==> src/rtl/pport_pkg.sv <==
package pport_pkg;

  localparam logic [2:0] OFF_DATA = 3'd0;
  localparam logic [2:0] OFF_STAT = 3'd1;
  localparam logic [2:0] OFF_CTRL = 3'd2;
  localparam logic [2:0] OFF_EADR = 3'd3;
  localparam logic [2:0] OFF_EDAT = 3'd4;

  localparam int         CTRL_DIR_BIT   = 5;
  localparam logic [7:0] CTRL_GATE_MASK = 8'h2F;
  localparam logic [7:0] GATE_WR_PAT    = 8'h04;
  localparam logic [7:0] GATE_RD_PAT    = 8'h24;
  localparam logic [7:0] CTRL_FORCED    = 8'hC0;
  localparam int         STAT_TMO_BIT   = 0;

  typedef enum logic [0:0] {XS_IDLE = 1'b0, XS_XFER = 1'b1} xferState_e;

  typedef struct packed {
    logic       wrData;
    logic       wrCtrl;
    logic       wrStat;
    logic       rdImm;
    logic       eppInit;
    logic       eppCap;
    logic [1:0] eppIdx;
    logic       setTmo;
    logic       eppResp;
  } regStrobe_t;

  function automatic logic [31:0] widthOnes(input logic [1:0] sz);
    case (sz)
      2'd0:    widthOnes = 32'h0000_00FF;
      2'd1:    widthOnes = 32'h0000_FFFF;
      default: widthOnes = 32'hFFFF_FFFF;
    endcase
  endfunction

  function automatic logic [1:0] lastByteIdx(input logic [1:0] sz);
    case (sz)
      2'd0:    lastByteIdx = 2'd0;
      2'd1:    lastByteIdx = 2'd1;
      default: lastByteIdx = 2'd3;
    endcase
  endfunction

endpackage

==> src/rtl/pport_tmo.sv <==
module pport_tmo #(
  parameter int LIMIT = 1024
) (
  input  logic clk,
  input  logic rst_n,
  input  logic run,
  output logic expired
);
  localparam int CW = (LIMIT > 2) ? $clog2(LIMIT) : 1;
  localparam logic [CW-1:0] LAST = CW'(LIMIT - 1);

  logic [CW-1:0] cntQ;

  always_ff @(posedge clk or negedge rst_n) begin
    if (!rst_n)            cntQ <= '0;
    else if (!run)         cntQ <= '0;
    else if (cntQ != LAST) cntQ <= cntQ + 1'b1;
  end

  assign expired = run && (cntQ == LAST);


  cnt_bound_chk: assert property (@(posedge clk) disable iff (!rst_n)
    cntQ <= LAST);


  cnt_clear_chk: assert property (@(posedge clk) disable iff (!rst_n)
    !run |=> (cntQ == '0));

endmodule

==> src/rtl/pport_ctl.sv <==
module pport_ctl
  import pport_pkg::*;
#(
  parameter int ADDR_W = 4
) (
  input  logic              clk,
  input  logic              rst_n,
  input  logic [ADDR_W-1:0] busAddr,
  input  logic              busWr,
  input  logic              busRd,
  input  logic [1:0]        busSize,
  input  logic [31:0]       busWdata,
  input  logic              eppAck,
  input  logic              gateWrOk,
  input  logic              gateRdOk,
  input  logic              tmoExpired,
  output regStrobe_t        stb,
  output logic              tmoRun,
  output logic [1:0]        xSize,
  output logic              busDone,
  output logic              eppReq,
  output logic              eppIsAddr,
  output logic              eppWrite,
  output logic [7:0]        eppWdata
);
  xferState_e  stQ;
  logic [1:0]  idxQ;
  logic [1:0]  lastIdxQ;
  logic        wrQ;
  logic        isAddrQ;
  logic [1:0]  sizeQ;
  logic [31:0] wdQ;
  logic        doneQ;

  logic       accept, inUpper, isWr, eppOff, eppGo, isLast, ackNow, tmoNow;
  logic [2:0] off;

  assign inUpper = busAddr[ADDR_W-1];
  assign off     = busAddr[2:0];
  assign accept  = (stQ == XS_IDLE) && (busWr || busRd);
  assign isWr    = busWr;
  assign eppOff  = !inUpper && ((off == OFF_EADR) || (off == OFF_EDAT));
  assign eppGo   = accept && eppOff && (isWr ? gateWrOk : gateRdOk);
  assign isLast  = (idxQ == lastIdxQ);
  assign ackNow  = (stQ == XS_XFER) && eppAck;
  assign tmoNow  = (stQ == XS_XFER) && !eppAck && tmoExpired;

  always_comb begin
    stb         = '0;
    stb.wrData  = accept && isWr && !inUpper && (off == OFF_DATA);
    stb.wrCtrl  = accept && isWr && !inUpper && (off == OFF_CTRL);
    stb.wrStat  = accept && isWr && !inUpper && (off == OFF_STAT);
    stb.rdImm   = accept && !isWr && !eppGo;
    stb.eppInit = eppGo;
    stb.eppCap  = ackNow && !wrQ;
    stb.eppIdx  = idxQ;
    stb.setTmo  = tmoNow;
    stb.eppResp = ((ackNow && isLast) || tmoNow) && !wrQ;
  end

  always_ff @(posedge clk or negedge rst_n) begin
    if (!rst_n) begin
      stQ      <= XS_IDLE;
      idxQ     <= '0;
      lastIdxQ <= '0;
      wrQ      <= 1'b0;
      isAddrQ  <= 1'b0;
      sizeQ    <= '0;
      wdQ      <= '0;
      doneQ    <= 1'b0;
    end else begin
      doneQ <= (accept && !eppGo) || (ackNow && isLast) || tmoNow;
      case (stQ)
        XS_IDLE: begin
          if (eppGo) begin
            stQ      <= XS_XFER;
            idxQ     <= '0;
            wrQ      <= isWr;
            isAddrQ  <= (off == OFF_EADR);
            lastIdxQ <= (off == OFF_EDAT) ? lastByteIdx(busSize) : 2'd0;
            sizeQ    <= (off == OFF_EDAT) ? busSize : 2'd0;
            wdQ      <= busWdata;
          end
        end
        default: begin
          if (ackNow) begin
            if (isLast) stQ <= XS_IDLE;
            else        idxQ <= idxQ + 2'd1;
          end else if (tmoNow) begin
            stQ <= XS_IDLE;
          end
        end
      endcase
    end
  end

  assign busDone   = doneQ;
  assign eppReq    = (stQ == XS_XFER);
  assign eppWrite  = wrQ;
  assign eppIsAddr = isAddrQ;
  assign eppWdata  = wdQ[{idxQ, 3'b000} +: 8];
  assign tmoRun    = (stQ == XS_XFER) && !eppAck;
  assign xSize     = sizeQ;


  epp_gate_chk: assert property (@(posedge clk) disable iff (!rst_n)
    $rose(eppReq) |-> $past(busWr ? gateWrOk : gateRdOk));


  req_end_chk: assert property (@(posedge clk) disable iff (!rst_n)
    $fell(eppReq) |-> ($past(eppAck) || $past(tmoExpired)));


  xfer_done_chk: assert property (@(posedge clk) disable iff (!rst_n)
    $fell(eppReq) |-> busDone);

endmodule

==> src/rtl/pport_dp.sv <==
module pport_dp
  import pport_pkg::*;
(
  input  logic        clk,
  input  logic        rst_n,
  input  regStrobe_t  stb,
  input  logic        winUpper,
  input  logic [2:0]  regOff,
  input  logic [1:0]  accSize,
  input  logic [1:0]  xSize,
  input  logic [7:0]  wrByte,
  input  logic [7:0]  periphDataIn,
  input  logic [7:0]  statusIn,
  input  logic [7:0]  eppRdata,
  output logic [7:0]  dataOut,
  output logic        dataStb,
  output logic [7:0]  ctrlOut,
  output logic        ctrlStb,
  output logic        gateWrOk,
  output logic        gateRdOk,
  output logic [31:0] busRdata
);
  logic [7:0]  outQ, ctrlQ;
  logic        tmoQ, dataStbQ, ctrlStbQ;
  logic [31:0] bufQ, bufNext, rdQ, immRd;
  logic [7:0]  ctrlNew;
  logic        dirSet, clrTmo;

  assign dirSet   = ctrlQ[CTRL_DIR_BIT];
  assign gateWrOk = (ctrlQ & CTRL_GATE_MASK) == GATE_WR_PAT;
  assign gateRdOk = (ctrlQ & CTRL_GATE_MASK) == GATE_RD_PAT;
  assign ctrlNew  = wrByte | CTRL_FORCED;
  assign clrTmo   = stb.wrStat && wrByte[STAT_TMO_BIT];

  always_comb begin
    if (winUpper) begin
      immRd = widthOnes(accSize);
    end else begin
      case (regOff)
        OFF_DATA: immRd = {24'b0, (dirSet ? periphDataIn : outQ)};
        OFF_STAT: immRd = {24'b0, (statusIn & 8'hFE) | {7'b0, tmoQ}};
        OFF_CTRL: immRd = {24'b0, ctrlQ};
        default:  immRd = widthOnes(accSize);
      endcase
    end
  end

  always_comb begin
    bufNext = bufQ;
    if (stb.eppCap) bufNext[{stb.eppIdx, 3'b000} +: 8] = eppRdata;
  end

  always_ff @(posedge clk or negedge rst_n) begin
    if (!rst_n) begin
      outQ     <= '0;
      ctrlQ    <= '0;
      tmoQ     <= 1'b0;
      dataStbQ <= 1'b0;
      ctrlStbQ <= 1'b0;
      bufQ     <= '1;
      rdQ      <= '0;
    end else begin
      dataStbQ <= 1'b0;
      ctrlStbQ <= 1'b0;
      if (stb.wrData && (wrByte != outQ)) begin
        outQ     <= wrByte;
        dataStbQ <= 1'b1;
      end
      if (stb.wrCtrl && (ctrlNew != ctrlQ)) begin
        ctrlQ    <= ctrlNew;
        ctrlStbQ <= 1'b1;
      end
      if (stb.setTmo)  tmoQ <= 1'b1;
      else if (clrTmo) tmoQ <= 1'b0;
      if (stb.eppInit)     bufQ <= '1;
      else if (stb.eppCap) bufQ <= bufNext;
      if (stb.rdImm)        rdQ <= immRd;
      else if (stb.eppResp) rdQ <= bufNext & widthOnes(xSize);
    end
  end

  assign dataOut  = outQ;
  assign dataStb  = dataStbQ;
  assign ctrlOut  = ctrlQ;
  assign ctrlStb  = ctrlStbQ;
  assign busRdata = rdQ;


  ctrl_top_chk: assert property (@(posedge clk) disable iff (!rst_n)
    (ctrlQ != 8'h00) |-> (ctrlQ[7:6] == 2'b11));


  tmo_sticky_chk: assert property (@(posedge clk) disable iff (!rst_n)
    (tmoQ && !clrTmo) |=> tmoQ);


  data_stb_chk: assert property (@(posedge clk) disable iff (!rst_n)
    dataStbQ |-> (outQ != $past(outQ)));


  ctrl_stb_chk: assert property (@(posedge clk) disable iff (!rst_n)
    ctrlStbQ |-> (ctrlQ != $past(ctrlQ)));

endmodule

==> src/rtl/pport_regif.sv <==
module pport_regif
  import pport_pkg::*;
#(
  parameter int ADDR_W     = 4,
  parameter int TMO_CYCLES = 1024
) (
  input  logic              clk,
  input  logic              rst_n,
  input  logic [ADDR_W-1:0] busAddr,
  input  logic              busWr,
  input  logic              busRd,
  input  logic [1:0]        busSize,
  input  logic [31:0]       busWdata,
  output logic [31:0]       busRdata,
  output logic              busDone,
  output logic [7:0]        dataOut,
  output logic              dataStb,
  input  logic [7:0]        periphDataIn,
  output logic [7:0]        ctrlOut,
  output logic              ctrlStb,
  input  logic [7:0]        statusIn,
  output logic              eppReq,
  output logic              eppIsAddr,
  output logic              eppWrite,
  output logic [7:0]        eppWdata,
  input  logic [7:0]        eppRdata,
  input  logic              eppAck
);
  regStrobe_t stb;
  logic       gateWrOk, gateRdOk, tmoRun, tmoExpired;
  logic [1:0] xSize;

  pport_ctl #(.ADDR_W(ADDR_W)) u_ctl (
    .clk(clk), .rst_n(rst_n),
    .busAddr(busAddr), .busWr(busWr), .busRd(busRd),
    .busSize(busSize), .busWdata(busWdata),
    .eppAck(eppAck), .gateWrOk(gateWrOk), .gateRdOk(gateRdOk),
    .tmoExpired(tmoExpired), .stb(stb), .tmoRun(tmoRun), .xSize(xSize),
    .busDone(busDone), .eppReq(eppReq), .eppIsAddr(eppIsAddr),
    .eppWrite(eppWrite), .eppWdata(eppWdata)
  );

  pport_dp u_dp (
    .clk(clk), .rst_n(rst_n), .stb(stb),
    .winUpper(busAddr[ADDR_W-1]), .regOff(busAddr[2:0]),
    .accSize(busSize), .xSize(xSize), .wrByte(busWdata[7:0]),
    .periphDataIn(periphDataIn), .statusIn(statusIn), .eppRdata(eppRdata),
    .dataOut(dataOut), .dataStb(dataStb), .ctrlOut(ctrlOut), .ctrlStb(ctrlStb),
    .gateWrOk(gateWrOk), .gateRdOk(gateRdOk), .busRdata(busRdata)
  );

  pport_tmo #(.LIMIT(TMO_CYCLES)) u_tmo (
    .clk(clk), .rst_n(rst_n), .run(tmoRun), .expired(tmoExpired)
  );

endmodule

==> config.mk <==
export PLATFORM = sky130hd
export DESIGN_NAME = pport_regif
export DESIGN_NICKNAME = d
export VERILOG_FILES = /design/src/rtl/pport_pkg.sv /design/src/rtl/pport_tmo.sv /design/src/rtl/pport_ctl.sv /design/src/rtl/pport_dp.sv /design/src/rtl/pport_regif.sv
export SDC_FILE = /design/constraint.sdc
export NUM_CORES = 1
export LEC_CHECK = 0
export ABC_AREA = 1
export CELL_PAD_IN_SITES_DETAIL_PLACEMENT = 2
export CELL_PAD_IN_SITES_GLOBAL_PLACEMENT = 2
export CORE_MARGIN = 3
export CORE_UTILIZATION = 32
export DETAILED_ROUTE_END_ITERATION = 12
export PLACE_DENSITY = 0.95
export SLEW_MARGIN = 0
export SYNTH_ARGS = -nofsm -noshare
export SYNTH_HDL_FRONTEND = slang
export SYNTH_SLANG_ARGS = --single-unit
==> constraint.sdc <==
create_clock -name clk -period 6.8 [get_ports clk]
set_input_delay 1.36 -clock clk [delete_from_list [all_inputs] [get_ports clk]]
set_output_delay 1.36 -clock clk [all_outputs]
set_load 0.01 [all_outputs]
======== Word-level counts from Yosys, hierarchy flattened ========
Cells that the tools add are included.
word-level totals
  register bits ........................... 134
  bits in latches ......................... 0
  bits in writable memories ............... 0
  bits in read-only memories .............. 0
  word-level logic and storage cells ...... 114
  memories kept ........................... 0
cells by class
  add/sub/neg operators ................... 3
  $mul .................................... 0
  div/mod/pow operators ................... 0
  $lt $le $gt $ge ......................... 0
  eq/ne operators ......................... 16
  shift-type cells ........................ 3
  muxes and demuxes ....................... 32
  bitwise operators ....................... 3
  reduce and logical (&&, ||, !) cells .... 41
operator list
  kind                                                                     number
  32-bit two-way mux                                                       8
  32-bit one-hot mux with 2 select lines                                   2
  32-bit one-hot mux with 3 select lines                                   1
  32-bit AND                                                               1
  32-bit bitwise mux                                                       1
  8-bit by 7-bit variable shift with 32-bit output (first input constant)  1
  32-bit by 6-bit indexed part select with 8-bit output                    1
  8-bit by 7-bit indexed part select with 32-bit output                    1
  1-bit logical AND                                                        22
  10-bit two-way mux                                                       2
  8-bit inequality test                                                    2
  2-bit two-way mux                                                        6
  10-bit by 1-bit adder with 10-bit output (second input constant)         1
  10-bit equality test (second input constant)                             1
  1-bit two-way mux                                                        10
  10-bit inequality test (second input constant)                           1
  8-bit two-way mux                                                        1
  8-bit by 1-bit OR with 8-bit output                                      1
  2-bit nonzero test                                                       4
  5-bit negator with 7-bit output                                          1
  3-bit by 2-bit equality test with 1-bit output (second input constant)   2
  2-bit inequality test (second input constant)                            3
  5-bit by 3-bit equality test with 1-bit output (second input constant)   1
  5-bit equality test (second input constant)                              1
  other kinds (13)                                                         23

======== Logic depth before layout (Yosys ltp) ========
Gate-level depths: netlist (run 1).
  depth after elaboration ................. 11
  depth in mapped cells ................... 16

======== Cells and area by module ========
A second synthesis (run 1) with hierarchy kept.
second synthesis, totals
  cell total of the unflattened synthesis .. 889
  area, all modules ....................... 6935.4 µm²
by module, submodules not included
  module     times used  cells an instance  area each (µm²)  sequential area each (µm²)
  pport_dp   1           552                4265.3           2092.0
  pport_ctl  1           262                2034.5           1051.0
  pport_tmo  1           75                 635.6            250.2

======== Worst setup path after synthesis (run 1) ========
No wires, ideal clock.
  path type ............................... register to output
  start point ............................. register u_ctl.idxQ[0]
  end point ............................... output eppWdata[4]
  arrival time ............................ 1412 ps
  required time ........................... 5440 ps
  slack ................................... 4028 ps
  cell stages (with the launch flop) ...... 7
  path through ............................ dfrtp_1 > buf_2 > inv_1 > buf_2 > buf_1 > o21ai_0 > o22ai_1
between the ends
  cells in the longest elaborated chain, start to end .. 1
ends and longest elaborated chain
  item                                                   line               text
  start: declaration                                     pport_ctl.sv:27    logic [1:0] idxQ;
  start signal: assignment                               pport_ctl.sv:88    else idxQ <= idxQ + 2'd1;
  32-bit by 6-bit indexed part select with 8-bit output  pport_ctl.sv:101   assign eppWdata = wdQ[{idxQ, 3'b000} +: 8];
  end: declaration                                       pport_regif.sv:25  output logic [7:0] eppWdata,
No other way between the ends.

======== Worst setup path after layout (run 1) ========
  start point ............................. input busAddr[1]
  end point ............................... register u_dp.rdQ[14], in the netlist u_dp.busRdata[14]
between the ends
  cells in the longest elaborated chain, start to end .. 8
ends and longest elaborated chain
  item                                                                                   line              text
  start: declaration                                                                     pport_regif.sv:9  input logic [ADDR_W-1:0] busAddr,
  3-bit by 2-bit equality test with 1-bit output or 3-bit equality test (tied branches)  pport_ctl.sv:42   assign eppOff = !inUpper && ((off == OFF_EADR) || (off == OFF_EDAT));
  1-bit logical OR                                                                       pport_ctl.sv:42
  1-bit logical AND                                                                      pport_ctl.sv:42
  1-bit logical AND (2 in a row)                                                         pport_ctl.sv:43   assign eppGo = accept && eppOff && (isWr ? gateWrOk : gateRdOk);
  1-bit logical NOT                                                                      pport_ctl.sv:53   stb.rdImm = accept && !isWr && !eppGo;
  1-bit logical AND                                                                      pport_ctl.sv:53
  32-bit two-way mux or 2-bit nonzero test (tied branches)                               n/a
  end signal: assignment                                                                 pport_dp.sv:77    if (stb.rdImm) rdQ <= immRd;
  end signal: assignment                                                                 pport_dp.sv:78    else if (stb.eppResp) rdQ <= bufNext & widthOnes(xSize);
  end: declaration                                                                       pport_dp.sv:25    logic [31:0] bufQ, bufNext, rdQ, immRd;
Several ways; a longest one is shown, not always the timed one.
A chain may end at the register's enable or synchronous reset.

==> results of run 1 <==
[worst register-to-register path: cells and delay by family, from the launching register on]
| family | cells | cell delay [ns] |
|---|---|---|
| flops | 1 | 0.77 |
| compound gates | 1 | 0.75 |
| simple gates | 5 | 1.38 |
| buf+inv | 2 | 0.93 |
[routing by layer]
metal	up-vias	GRT usage, %	share of wire [%]
met5	-	0	0
met4	0	11.4	3.6
met3	88	6.04	5.2
met2	269	48.5	50
met1	3783	34.1	41
li1	3297	-	-
[placed cells by master, fill, tap and decap left out, types with 3 or more instances in the layout]
cell type and instances:
ha_1 6, bufinv_16 4, nor3_1 9, nand2_1 437
clkinvlp_4 4, a21oi_1 20, buf_4 3, clkbuf_8 3
dfstp_2 32, nand3_2 3, xnor2_1 5, xor2_1 4
nand3_1 66, nor2_1 91, o21ai_0 54, clkdlybuf4s50_1 126
inv_2 5, dfrtp_1 102, nand4_1 5, clkbuf_16 17
a21boi_0 7, inv_1 63, o22ai_1 8
[cell type report]
cell class	instances	area share [%]
multi-input cells	736	35.2
clock buffers	21	5.13
inverters	70	2.87
repair buffers	130	14.1
flip-flops and latches	134	37.0
well taps	275	3.75
clock inverters	11	1.88
diodes	1	0.0273
[cell families (layout without fill, tap and decap cells)]
family	Yosys count	count (layout)	synth area share, %
xor gates and xnor gates	9	9	1.12
and+or+nand+nor	622	622	35.6
adders and majority gates	6	6	1.06
DFF	134	134	48.0
other	0	1	0
buffers and inverters	104	232	6.40
AOI/OAI and AO/OA	99	99	7.83
[power groups by stage]
stage                     combinational [mW]  clock [mW]  sequential, mW
after floorplan                        0.694           0            1.28
after global placement                  1.28           0            1.26
after detailed placement                1.37           0            1.28
after CTS                               1.46        1.06            1.30
after global routing                    1.59        1.09            1.33
final                                   1.45        1.05            1.30
[registers in the layout (all words and copies together), names as in the netlist]
name             cells
u_dp.dataOut         8
u_ctl.eppIsAddr      1
u_ctl.busDone        1
u_ctl.lastIdxQ       2
u_ctl.idxQ           2
u_dp.ctrlStb         1
u_dp.bufQ           32
u_ctl.xSize          2
u_tmo.cntQ          10
u_ctl.eppReq         1
u_dp.tmoQ            1
u_dp.ctrlOut         7
u_dp.dataStb         1
u_dp.busRdata       32
u_ctl.wdQ           32
u_ctl.eppWrite       1
[path summary, 6_finish.rpt]
kind / from / end / slack [ns] / cells past startpoint
max: busAddr[1] / u_dp.busRdata[14] / 2.18 / 10
min: u_dp.busRdata[9] / u_dp.busRdata[9] / 0.48 / 2
max reg2reg: u_dp.ctrlOut[5] / u_dp.busRdata[14] / 2.91 / 8
min reg2reg: u_dp.busRdata[9] / u_dp.busRdata[9] / 0.48 / 2
max in group asynchronous: rst_n / u_tmo.cntQ[6] / 4.46 / 2
min in group asynchronous: rst_n / u_dp.busRdata[31] / 0.98 / 1
[per-stage QoR]
step	instances	cell area [um^2]	worst slack, ns	hold slack [ns]	total power, mW
floorplan	974	7060	4.03	0.444	1.98
global placement	1345	8520	2.08	0.458	2.54
detailed placement	1345	8520	1.82	0.465	2.65
CTS	1377	9170	2.16	0.492	3.82
global route	1378	9170	1.87	0.518	4.02
finish	1378	9170	2.18	0.483	3.80
==> results.tsv, run 1 <==
metric	value	unit
swShare	39.0	%
pwr-share-seq	34.2	%
ant_nets	0	
power_frac_clock	27.6	%
drt_wl_total	32.9	mm
antenna_found_initial	1	
wire_per_inst	23.8	um
worst_path_most_repeated_cell	nand2_1	
cp_top_family	simple AND/OR/NAND/NOR gates	
overflow	0	
drc	0	
cpPeakStageDelay	0.70	ns
cts_tree	done	
dr_total_vias	7437	
combPwrFrac	38.2	%
cp_max_fo	33	
core	21400	um^2
peakVddDrop	0.247	mV
critPathCaptureType	register	
grt_pass1_vias	8559	
numPortBuffers	127	
h-tree-depth	4	
cts_buffers	17	
crit_type	input port to register	
setup_violations	0	
rsz0062_at_grt	no	
cellLeakagePower	4.54	nW
syn_to_final_growth	29.8	%
gp_congestion	0.884	
crit_chain	clkdlybuf4s50_1 > nor2_2 > nand2_1 > nand2_2 > nand3_2 > o21bai_4 > nand2_2 > inv_2 > nand2_1 > nand2_1	
crit_required	7.17	ns
yosysTopAreaCellShare	36.1	%
finish.net_count	1162	
place_hpwl	19.3	mm
crit_buf_inv	2	
fin_util	42.9	%
first_iter_violations	454	
fillerInstances	2485	
layout-drive-gt1-share	7.80	%
start_kind	input port	
multi_input_area	3230	um^2
power_density	414	nW/um^2
cts.path.max_buffers	2	
grt_max_degree	84	
viasPerCell	5.40	
grt_pass1_wl	51.9	mm
slew_violations	0	
die_x	155	um
rows	53	
cts-root-buf	clkbuf_16	
slew_headroom	40.5	%
syn_area	7060	um^2
syn_avg_cell_area	7.25	um^2
netlist_top_cells_area	dfrtp_1 36%, nand2_1 23%, dfstp_2 12%	
synth_common_cells	437 x nand2_1, 102 x dfrtp_1, 91 x nor2_1, 66 x nand3_1, 63 x inv_1	
die-height	155	um
hold_buffers	0	
synth.most_common_cell	nand2_1	
drt_first_pass_iters	5	
die-area	23900	um^2
power.internal	2.32	mW
ff_latch_area	3390	um^2
synth-main-ff-cell	dfrtp_1	
worst_pin_slew	0.891	ns
ys_seq_area_share	48.0	%
yosysUniqueCellTypes	36	
netlist_instances	974	
cap_violations	0	
clkSinkCount	134	
initial_utilization	33.1	%
synth.largest_area_cell	dfrtp_1	
fmax	0.216	GHz
clock_skew	0.0105	ns
worst_hold_path_type	register to register	
hold_viol_final	0	
insertion_delay	0.44	ns
synth_edf_count	0	
ys_warn_count	0	
io_pins	129	
post-route-period-util	68.0	%
synth-async-reset-ratio	100	%
clk_pin_slew_worst_paths	0.06	ns
p_sw	1.48	mW
synth_fp_nets	1047	
crit_arrival	4.99	ns
cp_slowest_cell	o21bai_4	
post-route-min-period	4.62	ns
grt_usage	28.1	%
outcome	finished clean	
fin_tns_setup	0	ns
cts_setup_buffers	0	
cts-resized-gates	0	
synth.ff_latch_count	134	
(Power assumes the default switching activity.)
==> run 2, diff against run 1 <==
--- a/config.mk
+++ b/config.mk
@@ -9,9 +9,9 @@
 export CELL_PAD_IN_SITES_DETAIL_PLACEMENT = 2
 export CELL_PAD_IN_SITES_GLOBAL_PLACEMENT = 2
 export CORE_MARGIN = 3
-export CORE_UTILIZATION = 32
+export CORE_UTILIZATION = 27
 export DETAILED_ROUTE_END_ITERATION = 12
-export PLACE_DENSITY = 0.95
+export PLACE_DENSITY = 0.86
 export SLEW_MARGIN = 0
 export SYNTH_ARGS = -nofsm -noshare
 export SYNTH_HDL_FRONTEND = slang
==> constraint.sdc (replaced) <==
create_clock -name clk -period 4.25 [get_ports clk]
set_input_delay 0.85 -clock clk [delete_from_list [all_inputs] [get_ports clk]]
set_output_delay 0.85 -clock clk [all_outputs]
set_load 0.01 [all_outputs]
==> results.tsv, run 2 (synthesis results as in run 1) <==
metric	value	unit
slew_violations	0	
die-area	28100	um^2
worst_hold_path_type	input port to async pin	
grt_pass1_vias	7794	
core	25500	um^2
cellLeakagePower	4.55	nW
initial_utilization	27.7	%
drc	0	
p_sw	2.11	mW
pwr-share-seq	34.9	%
ant_nets	0	
clk_pin_slew_worst_paths	0.06	ns
final_cells	1435	
final_common_cell	nand2_1	
post-route-period-util	78.6	%
outcome	finished clean	
grt_pass1_wl	42.8	mm
gp_congestion	0.825	
numPortBuffers	127	
insertion_delay	0.43	ns
rr_worst_depth	9	
crit_arrival	2.49	ns
hold_viol_final	0	
crit_type	register to output pin	
cts_buffers	17	
worstReg2RegEnd	u_dp.busRdata[0]	
worst_slack	0.907	ns
first_iter_violations	305	
cap_violations	0	
combPwrFrac	37.4	%
clock_skew	0.0110	ns
slew_headroom	42.5	%
dr_total_vias	6890	
grt_max_degree	87	
wire_per_inst	18.2	um
io_pins	129	
die_x	168	um
dpl_cell_area	8630	um^2
viasPerCell	4.80	
finalPower	5.81	mW
hold_buffers	0	
overflow	0	
setup_violations	0	
syn_to_final_growth	31.1	%
drt_first_pass_iters	4	
fin_tns_setup	0	ns
cts-root-buf	clkbuf_16	
fmax	0.299	GHz
dpl_worst_slack	0.884	ns
cts-resized-gates	0	
crit_start	u_ctl.idxQ[1]	
post-route-min-period	3.34	ns
dpl.cell_count	1403	
power.internal	3.69	mW
critPathCaptureType	output pin	
cp-endpoint	eppWdata[2]	
swShare	36.4	%
h-tree-depth	4	
rsz0062_at_grt	no	
final_cell_area	9260	um^2
place_hpwl	18.2	mm
r2r_slack	1.14	ns
drt_wl_total	26.1	mm
holdWs	0.475	ns
start_kind	register	
final_cell_mix	437 x nand2_1, 126 x clkdlybuf4s50_1, 102 x dfrtp_1	
cts.path.max_buffers	2	
grt_usage	19.0	%
antenna_found_initial	0	
clkSinkCount	134	
layout-drive-gt1-share	7.96	%
antenna_cells	0	
cts_tree	done	
fillerInstances	2945	
fin_util	36.4	%
peakVddDrop	0.199	mV
rows	58	
die-height	168	um
cp_max_fo	13	
crit_required	3.40	ns
worst_pin_slew	0.863	ns
power_frac_clock	27.6	%
rr_startpoint	u_ctl.idxQ[1]	
cts_setup_buffers	0	
finish.net_count	1165	
power_density	627	nW/um^2
run 2: final cells by class:
class	count	area (um^2)	share of cell area (%)
Multi-Input combinational cell	736	3230	34.8
Tap cell	330	413	4.46
Sequential cell	134	3390	36.6
Clock buffer	21	460	4.97
Timing Repair Buffer	133	1330	14.4
Inverter	70	263	2.84
Clock inverter	11	174	1.88
run 2: worst min path at each step:
stage | slack (ns) | start | to
6_report | 0.48 | rst_n | u_dp.busRdata[26]
5_1_grt | 0.51 | u_ctl.wdQ[25] | u_ctl.wdQ[25]
4_1_cts | 0.48 | u_ctl.wdQ[9] | u_ctl.wdQ[9]
3_5_place_dp | 0.46 | u_ctl.wdQ[9] | u_ctl.wdQ[9]
3_3_place_gp | 0.46 | u_ctl.wdQ[10] | u_ctl.wdQ[10]
2_1_floorplan | 0.44 | u_ctl.wdQ[16] | u_ctl.wdQ[16]
run 2: power groups by stage:
stage          combinational [mW]  clock, mW  sequential (mW)
3_3_place_gp                 2.07          0             2.02
5_1_grt                      2.46       1.69             2.09
3_5_place_dp                 2.16          0             2.04
2_1_floorplan                1.11          0             2.05
6_report                     2.17       1.61             2.03
4_1_cts                      2.22       1.64             2.04
run 2: routing by layer:
metal / global-route usage (%) / up-vias / wire length [um] / part of all wire, %
li1: - / 3296 / - / -
met1: 24.6 / 3447 / 11800 / 45
met2: 32.6 / 123 / 13000 / 50
met3: 4.11 / 24 / 965 / 3.7
met4: 4.30 / 0 / 303 / 1.2
met5: 0 / - / 0 / 0
run 2: critical path, cell delays in order (launching register included):
cell             delay [ns]
dfrtp_1                0.61
inv_1                  0.43
o21ai_0                0.19
o22ai_1                0.25
clkdlybuf4s50_1        0.59
==> run 3, diff against run 2 <==
==> constraint.sdc (replaced) <==
create_clock -name clk -period 2.7 [get_ports clk]
set_input_delay 0.54 -clock clk [delete_from_list [all_inputs] [get_ports clk]]
set_output_delay 0.54 -clock clk [all_outputs]
set_load 0.01 [all_outputs]
==> results.tsv, run 3 (synthesis results as in run 1) <==
metric	value	unit
crit_arrival	2.08	ns
antenna_cells	0	
pwr-share-seq	34.6	%
power_density	975	nW/um^2
worst_slack	0.0790	ns
final_cell_area	9440	um^2
place_hpwl	19.0	mm
drt_wl_total	27.0	mm
holdWs	0.0375	ns
final_cell_mix	437 x nand2_1, 126 x clkdlybuf4s50_1, 101 x dfrtp_1	
fmax	0.382	GHz
numPortBuffers	127	
cap_violations	0	
fin_tns_setup	0	ns
syn_to_final_growth	33.6	%
slew_violations	0	
insertion_delay	0.43	ns
dpl_cell_area	8790	um^2
p_sw	3.41	mW
ant_nets	0	
gp_congestion	0.836	
cellLeakagePower	4.64	nW
grt_pass1_wl	43.4	mm
worst_pin_slew	0.581	ns
crit_type	register to output pin	
cp_max_fo	5	
drc	0	
power.internal	5.79	mW
finish.net_count	1187	
outcome	finished clean	
combPwrFrac	39.3	%
fillerInstances	2912	
slew_headroom	61.1	%
initial_utilization	27.7	%
h-tree-depth	4	
worst_hold_path_type	input port to async pin	
final_common_cell	nand2_1	
ff_latch_area	3390	um^2
viasPerCell	4.80	
crit_required	2.16	ns
peakVddDrop	0.531	mV
cts.path.max_buffers	2	
io_pins	129	
die-area	28100	um^2
cts_tree	done	
die-height	168	um
cts_buffers	17	
rows	58	
setup_violations	0	
dr_total_vias	6994	
grt_max_degree	48	
swShare	37.1	%
clock_skew	0.0127	ns
grt_pass1_vias	7841	
critPathCaptureType	output pin	
clkSinkCount	134	
grt_usage	19.2	%
dpl_worst_slack	0.0856	ns
hold_viol_final	0	
start_kind	register	
post-route-min-period	2.62	ns
layout-drive-gt1-share	9.85	%
first_iter_violations	336	
overflow	0	
post-route-period-util	97.1	%
wire_per_inst	18.5	um
power_frac_clock	26.1	%
drt_first_pass_iters	7	
core	25500	um^2
cts-root-buf	clkbuf_16	
die_x	168	um
clk_pin_slew_worst_paths	0.07	ns
multi_input_area	3230	um^2
antenna_found_initial	0	
[run 3: power by group through the flow]
stage	logic, mW	registers, mW	clock network (mW)
floorplan	1.75	3.23	0
global placement	3.36	3.15	0
detailed placement	3.51	3.18	0
CTS	3.62	3.19	2.45
global route	4.04	3.28	2.55
finish	3.61	3.19	2.40
[run 3: final timing paths]
path,from,endpoint,slack (ns),cells past startpoint
min in group clk,u_ctl.wdQ[11],u_ctl.wdQ[11],0.47,2
worst max register to register,u_ctl.idxQ[0],u_dp.busRdata[19],0.25,12
worst min-delay path,rst_n,u_dp.busRdata[26],0.04,1
max in group asynchronous,rst_n,u_dp.bufQ[6],1.89,2
worst max-delay path,u_ctl.idxQ[0],eppWdata[2],0.08,5
worst min register to register,u_ctl.wdQ[11],u_ctl.wdQ[11],0.47,2
[run 3: area by class of cell]
cell class              count  share of cell area (%)
inverters                  70                    2.82
well taps                 330                    4.37
multi-input cells         736                    34.2
clock buffers              20                    4.63
repair buffers            154                    16.3
clock inverters            12                    1.64
flip-flops and latches    134                    36.0
repair inverters            1                  0.0530
[run 3: what timing repair did]
item,CTS,global route
gates resized for setup,4,2
setup buffers,0,2
cloned,0,1
hold buffers,0,0
endpoints found under the setup margin,7,9
[run 3: worst max-delay path: stages (launching register included)]
cell and delay, ns:
dfrtp_2 0.46, clkinvlp_4 0.18, buf_4 0.14, nor2_1 0.04, o22ai_1 0.24, clkdlybuf4s50_1 0.58
[run 3: per-stage QoR]
step / utilization, % / instances / power [mW]
6_report: 37.1 / 1457 / 9.20
5_1_grt: 37.1 / 1457 / 9.87
4_1_cts: 36.9 / 1454 / 9.26
3_5_place_dp: 34.5 / 1422 / 6.69
3_3_place_gp: 34.5 / 1422 / 6.51
2_1_floorplan: - / 974 / 4.98
[run 3: routing by layer]
layer / part of all wire, % / wire (um) / GRT usage, % / vias to the layer above
met5: 0 / 0 / 0 / -
met1: 45 / 12300 / 24.7 / 3476
li1: - / - / - / 3340
met2: 50 / 13400 / 33.3 / 141
met3: 3.4 / 927 / 4.01 / 37
met4: 1.5 / 402 / 4.38 / 0
